**config.mk**
```make
export PLATFORM = sky130hd
export DESIGN_NAME = pbs_bridge
export DESIGN_NICKNAME = d
export VERILOG_FILES = /design/src/rtl/pbs_pkg.sv /design/src/rtl/pbs_addr_phase.sv /design/src/rtl/pbs_beat_unit.sv /design/src/rtl/pbs_lane_drv.sv /design/src/rtl/pbs_bridge.sv
export SDC_FILE = /design/constraint.sdc
export NUM_CORES = 1
export LEC_CHECK = 0
export CAP_MARGIN = 30
export CORE_MARGIN = 3
export CORE_UTILIZATION = 45
export DETAILED_ROUTE_END_ITERATION = 7
export DONT_BUFFER_PORTS = 1
export GPL_ROUTABILITY_DRIVEN = 0
export GPL_TIMING_DRIVEN = 0
export PLACE_DENSITY = 0.58
export SETUP_SLACK_MARGIN = 0.02
export SYNTH_ARGS = -nofsm -noshare
export SYNTH_HDL_FRONTEND = slang
export SYNTH_SLANG_ARGS = --single-unit
```
**constraint.sdc**
```tcl
create_clock -name bus_clk -period 4 [get_ports bus_clk]
set_input_delay 0.8 -clock bus_clk [delete_from_list [all_inputs] [get_ports bus_clk]]
set_output_delay 0.8 -clock bus_clk [all_outputs]
set_load 0.01 [all_outputs]
```
**src/rtl/pbs_pkg.sv**
```systemverilog
package pbs_pkg;
  parameter int unsigned LANE_W = 8;
  parameter int unsigned ADDR_W = 16;
  parameter int unsigned BEATS  = 4;
  localparam int unsigned WORD_W = LANE_W * BEATS;
  localparam int unsigned BEAT_W = $clog2(BEATS);
endpackage

```
**src/rtl/pbs_addr_phase.sv**
```systemverilog
module pbs_addr_phase #(
  parameter int unsigned LANE_W = pbs_pkg::LANE_W,
  parameter int unsigned ADDR_W = pbs_pkg::ADDR_W
) (
  input  logic              clk,
  input  logic              rst_n,
  input  logic              asel,
  input  logic [LANE_W-1:0] din,
  input  logic              inc,
  output logic [ADDR_W-1:0] word_addr,
  output logic              addr_done
);
  localparam int unsigned ABYTES = ADDR_W / LANE_W;
  localparam int unsigned ACNT_W = (ABYTES > 1) ? $clog2(ABYTES) : 1;

  logic [ACNT_W-1:0] acnt;
  logic [ADDR_W-1:0] acc;

  assign addr_done = asel && (acnt == ACNT_W'(ABYTES - 1));

  always_ff @(negedge clk or negedge rst_n) begin
    if (!rst_n) begin
      acnt      <= '0;
      acc       <= '0;
      word_addr <= '0;
    end else if (asel) begin
      acc <= {acc[ADDR_W-LANE_W-1:0], din};
      if (addr_done) begin
        word_addr <= {acc[ADDR_W-LANE_W-1:0], din};
        acnt      <= '0;
      end else begin
        acnt <= acnt + 1'b1;
      end
    end else begin
      acnt <= '0;
      if (inc) word_addr <= word_addr + 1'b1;
    end
  end


  inc_step_chk: assert property (@(negedge clk) disable iff (!rst_n)
    (inc && !asel) |=> word_addr == ADDR_W'($past(word_addr) + 1'b1));


  addr_load_chk: assert property (@(negedge clk) disable iff (!rst_n)
    addr_done |=> word_addr[LANE_W-1:0] == $past(din));
endmodule

```
**src/rtl/pbs_beat_unit.sv**
```systemverilog
module pbs_beat_unit #(
  parameter int unsigned LANE_W = pbs_pkg::LANE_W,
  parameter int unsigned ADDR_W = pbs_pkg::ADDR_W,
  parameter int unsigned BEATS  = pbs_pkg::BEATS
) (
  input  logic                       clk,
  input  logic                       rst_n,
  input  logic                       asel,
  input  logic                       dsel,
  input  logic                       we,
  input  logic [LANE_W-1:0]          din,
  input  logic [ADDR_W-1:0]          word_addr,
  output logic [$clog2(BEATS)-1:0]   beat,
  output logic                       word_done,
  output logic                       wr_stb,
  output logic [ADDR_W-1:0]          wr_addr,
  output logic [LANE_W*BEATS-1:0]    wr_data
);
  localparam int unsigned BEAT_W = $clog2(BEATS);
  localparam int unsigned WORD_W = LANE_W * BEATS;

  logic [WORD_W-LANE_W-1:0] wbuf;
  logic                     data_beat;

  assign data_beat = dsel && !asel;
  assign word_done = data_beat && (beat == BEAT_W'(BEATS - 1));

  always_ff @(negedge clk or negedge rst_n) begin
    if (!rst_n) begin
      beat    <= '0;
      wbuf    <= '0;
      wr_stb  <= 1'b0;
      wr_addr <= '0;
      wr_data <= '0;
    end else begin
      wr_stb <= 1'b0;
      if (asel) begin
        beat <= '0;
      end else if (dsel) begin
        beat <= word_done ? '0 : beat + 1'b1;
        if (we) begin
          wbuf <= {wbuf[WORD_W-2*LANE_W-1:0], din};
          if (word_done) begin
            wr_stb  <= 1'b1;
            wr_data <= {wbuf, din};
            wr_addr <= word_addr;
          end
        end
      end
    end
  end


  beat_clear_chk: assert property (@(negedge clk) disable iff (!rst_n)
    asel |=> beat == '0);


  strobe_single_chk: assert property (@(negedge clk) disable iff (!rst_n)
    wr_stb |=> !wr_stb);
endmodule

```
**src/rtl/pbs_lane_drv.sv**
```systemverilog
module pbs_lane_drv #(
  parameter int unsigned LANE_W = pbs_pkg::LANE_W,
  parameter int unsigned BEATS  = pbs_pkg::BEATS
) (
  input  logic                     clk,
  input  logic                     rst_n,
  input  logic                     asel,
  input  logic                     dsel,
  input  logic                     we,
  input  logic [$clog2(BEATS)-1:0] beat,
  input  logic [LANE_W*BEATS-1:0]  rd_data,
  output logic [LANE_W-1:0]        dout,
  output logic                     oe
);
  localparam int unsigned WORD_W = LANE_W * BEATS;

  logic [LANE_W-1:0] sel_byte;

  always_comb begin
    sel_byte = '0;
    for (int i = 0; i < BEATS; i++) begin
      if (int'(beat) == i) sel_byte = rd_data[WORD_W-LANE_W*(i+1) +: LANE_W];
    end
  end

  always_ff @(posedge clk or negedge rst_n) begin
    if (!rst_n) dout <= '0;
    else        dout <= sel_byte;
  end

  assign oe = dsel && !we && !asel;
endmodule

```
**src/rtl/pbs_bridge.sv**
```systemverilog
module pbs_bridge #(
  parameter int unsigned LANE_W = pbs_pkg::LANE_W,
  parameter int unsigned ADDR_W = pbs_pkg::ADDR_W,
  parameter int unsigned BEATS  = pbs_pkg::BEATS
) (
  input  logic                    bus_clk,
  input  logic                    rst_n,
  input  logic                    bus_asel,
  input  logic                    bus_dsel,
  input  logic                    bus_we,
  input  logic [LANE_W-1:0]       bus_din,
  output logic [LANE_W-1:0]       bus_dout,
  output logic                    bus_oe,
  output logic                    wr_stb,
  output logic [ADDR_W-1:0]       wr_addr,
  output logic [LANE_W*BEATS-1:0] wr_data,
  output logic                    rd_en,
  output logic [ADDR_W-1:0]       rd_addr,
  input  logic [LANE_W*BEATS-1:0] rd_data
);
  localparam int unsigned BEAT_W = $clog2(BEATS);

  logic [ADDR_W-1:0] word_addr;
  logic              addr_done;
  logic              word_done;
  logic [BEAT_W-1:0] beat;

  pbs_addr_phase #(.LANE_W(LANE_W), .ADDR_W(ADDR_W)) u_addr (
    .clk(bus_clk), .rst_n(rst_n), .asel(bus_asel), .din(bus_din),
    .inc(word_done), .word_addr(word_addr), .addr_done(addr_done));

  pbs_beat_unit #(.LANE_W(LANE_W), .ADDR_W(ADDR_W), .BEATS(BEATS)) u_beat (
    .clk(bus_clk), .rst_n(rst_n), .asel(bus_asel), .dsel(bus_dsel),
    .we(bus_we), .din(bus_din), .word_addr(word_addr), .beat(beat),
    .word_done(word_done), .wr_stb(wr_stb), .wr_addr(wr_addr),
    .wr_data(wr_data));

  pbs_lane_drv #(.LANE_W(LANE_W), .BEATS(BEATS)) u_lane (
    .clk(bus_clk), .rst_n(rst_n), .asel(bus_asel), .dsel(bus_dsel),
    .we(bus_we), .beat(beat), .rd_data(rd_data), .dout(bus_dout),
    .oe(bus_oe));

  always_ff @(negedge bus_clk or negedge rst_n) begin
    if (!rst_n) rd_en <= 1'b0;
    else        rd_en <= !bus_we && (addr_done || word_done);
  end

  assign rd_addr = word_addr;


  stb_excl_chk: assert property (@(negedge bus_clk) disable iff (!rst_n)
    !(wr_stb && rd_en));


  no_drive_on_write_chk: assert property (@(negedge bus_clk) disable iff (!rst_n)
    bus_we |-> !bus_oe);
endmodule

```
# Yosys cells after proc, flatten, opt, wreduce, memory -nomap -nowiden

Cells that the tools add are included.
W data, S select, Z words.

Add/sub/neg operators: 3
Multiplexer cells: 16
Bitwise operators: 1
Reductions and logical operators: 15
Eq/ne operators: 5

Operator list:

| operator                | number |
|---|---|
| $mux W16                | 3 |
| $mux W8                 | 4 |
| $add A16 B1 Y16 const B | 1 |
| $eq A2 B2 Y1 const B    | 3 |
| $logic_and A1 B1 Y1     | 6 |
| $mux W1                 | 6 |
| $mux W2                 | 3 |
| $reduce_and A4 Y1       | 1 |
| $reduce_bool A2 Y1      | 2 |
| $reduce_and A3 Y1       | 1 |
| $add A2 B1 Y2 const B   | 1 |
| $eq A2 B1 Y1 const B    | 1 |
| $logic_not A1 Y1        | 2 |
| $logic_not A2 Y1        | 1 |
| $ne A2 B1 Y1 const B    | 1 |
| $reduce_and A2 Y1       | 1 |
| $add A1 B1 Y1 const B   | 1 |
| $logic_or A1 B1 Y1      | 1 |
| $not A1 Y1              | 1 |

Logic and storage cells: 50
Register bits: 109

# Depth between registers and ports, before layout

Gate-level depths: netlist of the first run.

Word-level depth: 7
Mapped depth: 7

# Modules after synthesis

From an unflattened synthesis of the first run, not the netlist that was laid out.

Cells, all modules: 321
Area total of the unflattened synthesis: 4648.2 µm²

Modules (own cells, without submodules):

| module         | cells each | seq. area each (µm²) | times used | area an instance (µm²) |
|---|---|---|---|---|
| pbs_beat_unit  | 164        | 1876.8               | 1          | 2837.7 |
| pbs_addr_phase | 136        | 625.6                | 1          | 1371.3 |
| pbs_lane_drv   | 19         | 200.2                | 1          | 404.1 |
| pbs_bridge     | 2          | 25.0                 | 1          | 35.0 |

==> flow_results.org, run 1 <==
** Route
- Wire length per cell after detailed routing :: a little over 20 µm
- The first detailed-routing pass took 4 iterations.
- DRC violations left :: 0
- Initial drt markers :: 260
- After detailed routing, the total wire length is 10700 µm.
- Number of antenna-violating nets in the routed design :: 0
- Detailed routing inserted a total of 2975 vias.
- Drt via density :: about 5.7

** Synth
- The portion of synthesized area spent on multiplexers is 21.5%.
- The share of synthesized area in the top cell type comes to 53.0%.
- After synthesis, the largest family of logic cells by area is multiplexers.
- The average instance in the mapped netlist occupies 12.8 µm².
- Synth Instances :: 374
- Share of synthesized registers carrying an async set or reset :: 100%
- The synthesized netlist devotes 0% of its cell area to XOR and XNOR gates.
- After Yosys synthesis, full adders, half adders and majority gates account for 1.31% of the synthesized area.
- Cells taking the most area after synthesis :: dfrtn_1 53%, mux2_2 17%, dfrtp_1 4.2%
- Of all cell types, the one taking the most synthesized area is dfrtn_1.
- Summing the areas of all compound-gate instances in the mapped netlist gives approximately 8.7% of the synthesized area.
- Seq/Total Area, Yosys :: 57.2%
- The number of nets in the synthesized netlist is around 420.
- In the synthesized netlist the dominant register cell turns out to be dfrtn_1.
- Post-synthesis cell type count :: 40
- In this run, synthesis inferred 0 flip-flops with an integrated enable.
- Yosys reg bits :: 109
- Summing every instance area after synthesis gives 4770 µm².
- Of the total synthesized cell area, the portion taken by AND, OR, NAND and NOR gates is 8.32%.
- Synth Warn # :: 0

** Clock tree
- TritonCTS built the clock tree.
- The number of clock buffers added by TritonCTS is 9.
- After clock tree synthesis, the clock-pin slew on the worst setup and hold paths is 0.10 ns.
- Maximum clock insertion buffer count :: 2
- H-Tree Depth :: 3
- Clock tree synthesis selected as its root buffer the cell clkbuf_8.
- Buffers added to address setup during post-CTS repair amount to 0.
- Gates resized during post-CTS repair numbered 0.
- After clock tree synthesis, the flow added hold-fix buffers numbering 0.
- Worst-Skew Late Latency :: 0.37 ns
- Clk sink count :: between 100 and 150

** Die
- Initial core utilization :: 47.5%
- The die is about 110 µm tall.
- Width of the die :: 109 µm
- Area enclosed by the die boundary :: 11900 µm²
- Row generation in the floorplan step produced 36 rows.
- Core region area :: 10000 µm²
- I/O pin count :: 120

** Global route
- Global routing finished with a remaining overflow of 0.
- Number of global-route vias before repair :: 2996
- The first global-routing pass estimated 16600 µm of wire.
- The initial antenna violation count was 0.
- Largest net degree at the start of global routing :: 110
- Global routing used between 10% and 20% of the available tracks.

** Timing
- In the final timing run, aggregate negative setup slack is 0 ns.
- The final-report hold violation count came to 0.
- Slew HR :: 58.3%
- Unrepaired setup endpoints after global routing :: false
- Final number of max-transition violations :: 0
- Count of final setup violators :: 0
- On the final layout, the worst clock skew is around 0.023 ns.
- For the pin with the worst max-slew slack, the measured transition is 0.625 ns.

** Pwr
- P per Cell Area :: 479 nW/µm²
- For this design the static power due to leakage is roughly 0.0023 µW.
- Maximum VDD drop :: 0.000202 V
- Total chip power :: 2460 µW

** Finish
- Layout overhead on the synthesized area :: 7.56%
- Final instance count without filler cells :: 523
- Count of inserted antenna diode cells :: 0
- The post-route netlist has 29.2% of its cells at a drive strength greater than 1.
- In the final design database the tool counted 435 nets.

** Critical path
- Worst R2R Path Depth :: 7
- The worst setup path is captured at a flip-flop.
- The critical path is of the input pin to flip-flop type.
- Setup slack of the most critical reg-to-reg path :: 0.30 ns
- The signal on the critical path passes through buf_2, nor2_2, nand2_1, buf_2, mux2_2.
- Along the worst path, the maximum fanout reaches 10.
- Crit start category :: input pin
- Critical-path cell with the highest stage delay :: mux2_2
- For this run, the slowest stage of the critical path takes roughly 0.37 ns.
- Data required time at the worst endpoint :: 2.20 ns
- Buffering stage count on the worst path with inverters included :: 2
- Data arrives at the worst endpoint at about 2 ns.
- Startpoint of the lowest-slack register-to-register path :: u_beat.beat[0]
- Critical path's top delay family :: buffers and inverters
- Endpoint of the worst register-to-register path :: u_lane.dout[6]
- The cell that appears most often on the critical path is buf_2.

** Hold path
- Worst hold-check path type :: input pin to async pin

** Outcome
- The run finished with clean final reports.

** Place
- IO buf count :: 0
- Including well taps, the total number of placed cells is around 500.
- Sum of net half-perimeters after detailed placement :: 7360 µm

** Flow run
- The tool flagged a number of max-cap violations equal to 0.
[synth_stat cells (3+ instances only)]
library cell	count
a22oi_1	3
inv_1	6
mux2i_1	10
nor4_1	3
nand3b_1	8
clkbuf_1	8
dfrtp_1	8
nand4_1	4
mux2_4	9
nor2_1	6
nand2_1	26
dfrtn_1	101
nand3_1	5
buf_2	12
a21oi_1	29
mux2_2	70
o21ai_0	20
ha_1	5
nor3_1	6
o22ai_1	8
[cell type report]
cell class                 instances  area [µm²]
inverter                           8        30.0
multi-input combinational        235        1900
fill                             901        4910
buffer                            22         113
sequential                       109        2730
tap                              133         166
clock inverter                     4        58.8
clock buffer                      12         135
[metal layers]
metal	part of all wire [%]	global-route usage, %
met1	44	24.8
met4	1.1	6.85
met3	9.2	6.10
met5	0	0
met2	46	27.9
[cells by family (layout without fill, tap and decap cells)]
logic type / after synthesis / in the layout
AO/OA/AOI/OAI: 72 / 72
adder cells (fa/ha/maj): 5 / 5
buffers and inverters: 30 / 46
flip-flops: 109 / 109
multiplexers: 89 / 89
AND/OR/NAND/NOR: 69 / 69
[power by group]
group          internal, µW  switching (µW)  leakage, µW  total [µW]
registers              1290             186      0.00140        1470
logic                   170             144     0.000851         314
clock network           298             376    0.0000967         674
[layout by cell type (no fill, tap or decap), drive strengths merged]
cell type / Yosys / final
a22oi: 3 / 3
nor2: 8 / 8
nand2: 26 / 26
buf: 14 / 14
ha: 5 / 5
dfrtn: 101 / 101
clkbuf: 8 / 20
o211ai: 2 / 2
dfrtp: 8 / 8
and4: 1 / 1
o22ai: 8 / 8
nand3: 6 / 6
nor3: 6 / 6
nand4: 5 / 5
a21oi: 29 / 29
nor4b: 1 / 1
inv: 7 / 8
mux2: 79 / 79
a2111o: 2 / 2
a211o: 1 / 1
a211oi: 2 / 2
nor4: 5 / 5
bufinv: 0 / 1
o21ai: 22 / 22
mux2i: 10 / 10
clkinv: 1 / 3
nand3b: 9 / 9
a221o: 2 / 2
o21a: 1 / 1
and2: 1 / 1
and3b: 1 / 1
[state kept, by name, indices dropped and copies added (netlist names)]
signal	count
u_beat.wr_data	32
u_beat.wbuf	24
u_addr.word_addr	16
u_beat.wr_addr	16
u_addr.acc	8
u_lane.dout	8
u_beat.beat	2
rd_en	1
u_addr.acnt	1
u_beat.wr_stb	1
[per-stage QoR]
| stage | utilization, % | hold WS (ns) | setup slack (ns) | cell area, µm² |
|---|---|---|---|---|
| final | 51.1 | 0.114 | 0.168 | 5130 |
| after global routing | 51.1 | 0.0840 | 0.0598 | 5130 |
| after CTS | 51.1 | 0.0953 | 0.143 | 5130 |
| after detailed placement | 49.1 | 0.377 | -0.240 | 4940 |
| after global placement | 49.1 | 0.374 | -0.212 | 4940 |
| after floorplan | - | 0.354 | 0.0670 | 4770 |
[how the worst max path moves through the flow]
stage,end,start,slack [ns],cells after the start
2_1_floorplan,u_addr.word_addr[6],bus_asel,0.07,6
3_3_place_gp,u_beat.wbuf[19],bus_asel,-0.21,5
3_5_place_dp,u_beat.wbuf[11],bus_asel,-0.24,5
4_1_cts,u_beat.wbuf[11],bus_asel,0.14,5
5_1_grt,u_beat.wbuf[23],bus_asel,0.06,5
6_report,u_beat.wbuf[10],bus_asel,0.17,5
(Power assumes the default switching activity.)
==> inputs of run 2 (changes only) <==
SETUP_SLACK_MARGIN = 0.2   (was 0.02)
==> run 2 against run 1 <==
  * Clock-buffer cell count shrank 1
  * Die area is the same
  * Critical path depth shrank 5
  * Power shrank 1.3%
  * Clock power shrank 4.9%
  * Sequential power is essentially flat
  * Clock skew grew 0.0049 ns
  * Register-to-register slack gained 0.15 ns
  * Cell count grew 0.19%
  * Sequential share of layout area shrank 0.40 points
  * Utilization grew 0.39 points
  * Critical endpoint is now rd_addr[13]
  * Largest cell class unchanged
==> flow_results.org, run 2 (synthesis gave the netlist of run 1 again) <==
** Timing
- Actual transition at the worst max-transition pin :: 0.606 ns
- The final max-slew violation count was 0.
- Setup_tns :: 0 ns
- Final hold violation count :: 0
- Post-Route Skew :: 0.0281 ns
- Setup violations remaining at the end of the flow were counted as 0.
- Unrepaired setup endpoints after global routing :: true
- Slew HR :: approximately three fifths

** Critical path
- The setup path with the least slack is of type flip-flop to output port.
- For the worst setup path, the data required time is 3.20 ns.
- CP Capture Type :: output port
- STA puts the critical path data arrival time at 3.00 ns.
- Along the worst path, the maximum fanout reaches 7.
- Crit start category :: flip-flop
- Setup slack of the most critical reg-to-reg path :: 0.45 ns

** Global route
- The number of global-route vias before repair is between 3000 and 4000.
- Global routing finished with a remaining overflow of 0.
- Antenna violations before repair :: 0
- The first global-routing pass estimated 16400 µm of wire.
- Entering global routing, the biggest net connects 110 pins.
- Overall global routing resource usage :: between 10% and 20%

** Clock tree
- Total CTS buffers :: 9
- Clock-pin slew was measured on the worst setup and hold paths at 0.11 ns.
- TritonCTS built the clock tree.
- The H-tree was split into 3 levels.
- Clock tree synthesis selected as its root buffer the cell clkbuf_8.
- For the worst-skew pair, the clock arrives at the later sink with an insertion delay of 0.38 ns.
- Clk sink count :: 109
- In this run the deepest clock path goes through 2 buffers.
- Count of hold-fix buffers inserted at cts :: 0

** Finish
- In the layout the commonest cells are 101 x dfrtn_1, 70 x mux2_2, 29 x a21oi_1.
- The finished layout holds approximately 520 standard cells, fillers aside.
- Final layout net count :: 436
- Count of inserted antenna diode cells :: 0
- Number of flip-flops under the largest register name :: 32
- Fill cell total of the finished layout :: between 900 and 1000
- The largest registers in the layout are u_beat.wr_data x32, u_beat.wbuf x24.
- From synthesis to final layout, the design area changed by 8.37%.
- The post-route netlist has between 30% and 40% of its cells at a drive strength greater than 1.
- Register with the most flip-flops :: u_beat.wr_data
- Leaving out fill and tap cells, the most frequent cell in the layout is dfrtn_1.

** Flow run
- Max-cap violations in this run came to 0.

** Die
- I/O pin count :: 120
- The floorplan step set the die width to ~110 µm.
- Area enclosed by the die boundary :: 11900 µm²
- From bottom edge to top edge, the die measures roughly 110 µm.
- Number of core rows :: 36
- Core region area :: around 10000 µm²
- Initial core utilization :: between 40% and 50%

** Place
- Including well taps, the total number of placed cells is 507.
- IO buf count :: 0
- Sum of net half-perimeters after detailed placement :: 7480 µm

** Route
- Total Routed Length :: 10800 µm
- Drt via density :: ~5.7
- Before antenna repair, the detailed router went through 4 iterations.
- Number of antenna-violating nets in the routed design :: 0
- After detailed routing, the number of remaining DRC violations is 0.
- Summing over every cut layer, the via total after detailed routing is approximately 3000.
- The first routing iteration left 138 violations.
- In the final routed layout, each cell accounts on average for 20.6 µm.

** Pwr
- The internal power of the cells totals 1710 µW.
- Across the VDD grid, the largest voltage drop is 0.000179 V.
- In this run the static leakage power is 0.00237 µW.
- Net switching power of the design :: between 700 and 800 µW
- Part of the total power dissipated in sequential elements :: 60.5%
- Net switching is 29.5% of the power.
- Of the total power, the clock network draws 26.4%.
- For this design the ratio of total power to cell area is 470 nW/µm².
- In this run, the combinational gates consume 13.1% of the power.

** Hold path
- The tightest min-delay check is of the input pin to async pin type.

** Outcome
- The flow ran to the end, and the final reports show no timing, DRC or antenna violations.
## run 2: what timing repair did
action                                  4_1_cts  5_1_grt
gates resized for setup                       0        6
setup buffers                                 0        1
endpoints found under the setup margin        1       10
## run 2: final cells by class
cell class                 instances  area (µm²)  share of cell area (%)
buffer                            22         146                    2.83
clock buffer                      11         141                    2.74
clock inverter                     5        41.3                   0.799
inverter                           8        30.0                   0.581
multi-input combinational        235        1910                    37.0
sequential                       109        2730                    52.8
tap                              133         166                    3.22
timing repair buffer               1        5.00                  0.0968
## run 2: path summary, 6_finish.rpt
path                                           to                  from  cells past startpoint
worst max-delay path                  rd_addr[13]  u_addr.word_addr[13]                      0
min in group bus_clk                  u_addr.acnt           u_addr.acnt                      1
worst max register to register     u_lane.dout[6]        u_beat.beat[1]                      7
worst min-delay path               u_lane.dout[2]                 rst_n                      0
worst min register to register        u_addr.acnt           u_addr.acnt                      1
max in group asynchronous       u_beat.wr_addr[7]                 rst_n                      0
## run 2: power groups by stage
stage	clock, µW	sequential (µW)	combinational (µW)
after floorplan	0	1440	271
after global placement	0	1490	304
after detailed placement	0	1490	317
after CTS	663	1470	318
after global routing	705	1500	356
final	641	1470	319
## run 2: stage by stage
stage / power (µW) / instance area, µm² / setup slack, ns / utilization [%] / hold slack [ns]
2_1_floorplan: 1710 / 4810 / 0.165 / - / 0.354
3_3_place_gp: 1790 / 4980 / -0.0265 / 49.6 / 0.374
3_5_place_dp: 1810 / 4980 / -0.0491 / 49.6 / 0.397
4_1_cts: 2450 / 5160 / 0.197 / 51.4 / 0.0866
5_1_grt: 2560 / 5170 / 0.157 / 51.5 / 0.0780
6_report: 2430 / 5170 / 0.197 / 51.5 / 0.118
## run 2: layer usage
| layer | vias to the layer above | routed length, µm | GRT usage [%] |
|---|---|---|---|
| li1 | 1374 | - | - |
| met1 | 1510 | 4750 | 24.0 |
| met2 | 103 | 4940 | 28.2 |
| met3 | 11 | 997 | 6.45 |
| met4 | 0 | 120 | 5.95 |
| met5 | - | 0 | 0 |
==> inputs of run 3 (changes only) <==
REMOVE_ABC_BUFFERS = 1   (was not set)
==> run 3 against run 2 <==
  * Setup slack better by 0.0087 ns
  * Non-clock buffer count is 16 lower
  * Hold slack worse by 0.0072 ns
  * Via count is 2.6% lower
  * First-iteration DRC count is 5.8% higher
  * Utilization is 0.062 points higher
  * Global-route usage is 1.6 points lower
  * Register-to-register slack worse by 0.02 ns
  * Wire length is 10% lower
  * Die area stayed put
  * Power is 3.9% higher
  * Sequential power hardly changed
  * Largest cell class unchanged
==> flow_results.org, run 3 (synthesis gave the netlist of run 1 again) <==
** Finish
- Most common cell after layout, fill and taps aside :: dfrtn_1
- The post-route netlist has 29.1% of its cells at a drive strength greater than 1.
- Ranked by flip-flop count, first place goes to u_beat.wr_data.
- Commonest non-fill, non-tap cells in the layout :: 101 x dfrtn_1, 70 x mux2_2, 29 x a21oi_1
- The repair_antennas step left the layout with diodes totalling 0.
- Registers with the most flip-flops :: u_beat.wr_data x32, u_beat.wbuf x24
- Layout overhead on the synthesized area :: 8.50%
- Summing all non-filler instances in the final layout gives an area of 5170 µm².
- Final instance count without filler cells :: 508
- The register with the most flip-flops in the layout has 32 of them.
- For this run, the post-layout net count is 420.

** Clock tree
- Clock-pin slew was measured on the worst setup and hold paths at 0.10 ns.
- H-Tree Depth :: 3
- Clk sink count :: ~110
- The clock passes through at most 2 buffers.
- Worst-Skew Late Latency :: 0.37 ns
- Total CTS buffers :: 9
- TritonCTS built the clock tree.
- The root buffer cell chosen for the clock tree is clkbuf_8.
- Count of hold-fix buffers inserted at cts :: 0

** Critical path
- STA classifies the critical path startpoint as a flip-flop.
- In this run the critical register-to-register path is launched from u_beat.beat[1].
- Total number of cells along the worst setup path :: 0
- Following the worst setup path forward leads to its endpoint at rd_addr[4].
- CP Capture Type :: output port
- Largest fanout on the critical path :: 8
- Data required time at the worst endpoint :: 3.20 ns
- The endpoint identified for the worst register-to-register timing path is u_lane.dout[2].
- Counting cells, the worst reg-to-reg path comes to 6.
- Arrival @ worst endpoint :: 2.99 ns
- The critical path in this run is classified as flip-flop to output port.
- In this run the register-to-register setup slack is 0.43 ns.
- Start point of the critical path :: u_addr.word_addr[4]

** Pwr
- Part of the total power dissipated in sequential elements :: between 50% and 60%
- Maximum VDD drop :: 0.000198 V
- The clock network is responsible for 29.9% of the overall power.
- Net switching power of the design :: around 700 µW
- P per Cell Area :: ~490 nW/µm²
- Cell Int Power :: 1820 µW
- Net switching is 27.8% of the power.
- Leakage power :: approximately 0.0024 µW
- The design draws 2520 µW.
- Combinational share of power :: 11.9%

** Place
- Placed insts :: 488
- IO buf count :: 0
- DP Area :: between 4000 and 5000 µm²
- Sum of net half-perimeters after detailed placement :: 6420 µm

** Die
- The die covers 11900 µm².
- In this run the horizontal extent of the chip is 109 µm.
- I/O pin count :: 120
- Measured along the y axis, the die boundary spans 109 µm.
- Core region area :: 10000 µm²
- Number of core rows :: 36
- Once the floorplan was initialized, standard cells occupied between 40% and 50% of the core.

** Route
- After detailed routing, the number of remaining DRC violations is 0.
- For this block, the initial DRC count from the detailed router was 146.
- The routed layout has 2921 vias.
- Number of antenna-violating nets in the routed design :: 0
- Before antenna repair, the detailed router went through 4 iterations.
- Using the TritonRoute via totals, the vias-per-cell ratio works out to 5.75.
- For this block, the routed nets add up to 9690 µm of wire.
- In the final routed layout, each cell accounts on average for approximately 19 µm.

** Timing
- Count of final setup violators :: 0
- At the pin with the least slew margin, the transition time is 0.766 ns.
- Post-Route Skew :: between 0.02 and 0.03 ns
- In this run the tightest slew margin relative to its limit is 48.9%.
- Unrepaired setup endpoints after global routing :: true
- Final hold violation count :: 0
- Final number of max-transition violations :: 0

** Global route
- Largest net degree at the start of global routing :: 110
- The number of global-route vias before repair is 2855.
- The total overflow left after global routing is 0.
- The first global-routing pass estimated around 15000 µm of wire.
- Global routing used 16.6% of the available tracks.
- The initial antenna violation count came to 0.

** Outcome
- The run finished with clean final reports.

** Hold path
- Worst hold-check path type :: input pin to async pin

** Flow run
- Across the run, the number of max-cap violations was 0.
## run 3: changes by cell type in the layout (fill, tap and decap cells not counted), moves of 2 or more
| cell | previous run | this run |
|---|---|---|
| clkbuf_2 | 4 | 0 |
| buf_16 | 0 | 3 |
| buf_2 | 8 | 1 |
| clkbuf_1 | 6 | 0 |
| bufinv_16 | 0 | 2 |
| buf_6 | 2 | 0 |
## run 3: repair_timing
item	4_1_cts	5_1_grt
buffers inserted	2	2
gates resized for setup	1	1
pin swaps	0	1
endpoints found under the setup margin	24	30
## run 3: layer usage
layer  share of wire [%]  routed length (µm)  up-vias  GRT usage, %
met5                   0                   0        -             0
met4                 1.2                 114        0          5.41
met3                 9.9                 956       10          6.34
met2                  47                4570      109          26.0
met1                  42                4060     1454          21.3
li1                    -                   -     1348             -
## run 3: layout make-up
type                       count  area (µm²)
fill                         870        4870
sequential                   109        2730
multi-input combinational    235        1910
tap                          133         166
clock buffer                   9         124
timing repair buffer           7         111
clock inverter                 7         106
inverter                       8        30.0
## run 3: stage by stage
step	util, %	setup TNS [ns]	worst slack [ns]	hold slack (ns)
finish	51.5	0	0.206	0.110
detailed placement	48.8	-7.37	-0.292	0.383
global route	51.5	0	0.169	0.0804
global placement	48.0	-51.17	-0.933	0.374
floorplan	-	-18.71	-0.397	0.354
CTS	51.3	0	0.192	0.0903
## run 3: how the worst min path moves through the flow
stage | cells after the start | slack (ns) | startpoint | to
2_1_floorplan | 1 | 0.35 | u_addr.acnt | u_addr.acnt
3_3_place_gp | 1 | 0.37 | u_addr.acnt | u_addr.acnt
3_5_place_dp | 1 | 0.38 | u_addr.acnt | u_addr.acnt
4_1_cts | 0 | 0.09 | rst_n | u_lane.dout[1]
5_1_grt | 0 | 0.08 | rst_n | u_lane.dout[1]
6_report | 0 | 0.11 | rst_n | u_lane.dout[1]
## run 3: power groups by stage
stage / clock network (µW) / registers, µW / logic (µW)
floorplan: 0 / 1440 / 250
global placement: 0 / 1490 / 278
detailed placement: 0 / 1500 / 290
CTS: 784 / 1470 / 301
global route: 836 / 1500 / 339
finish: 754 / 1470 / 301
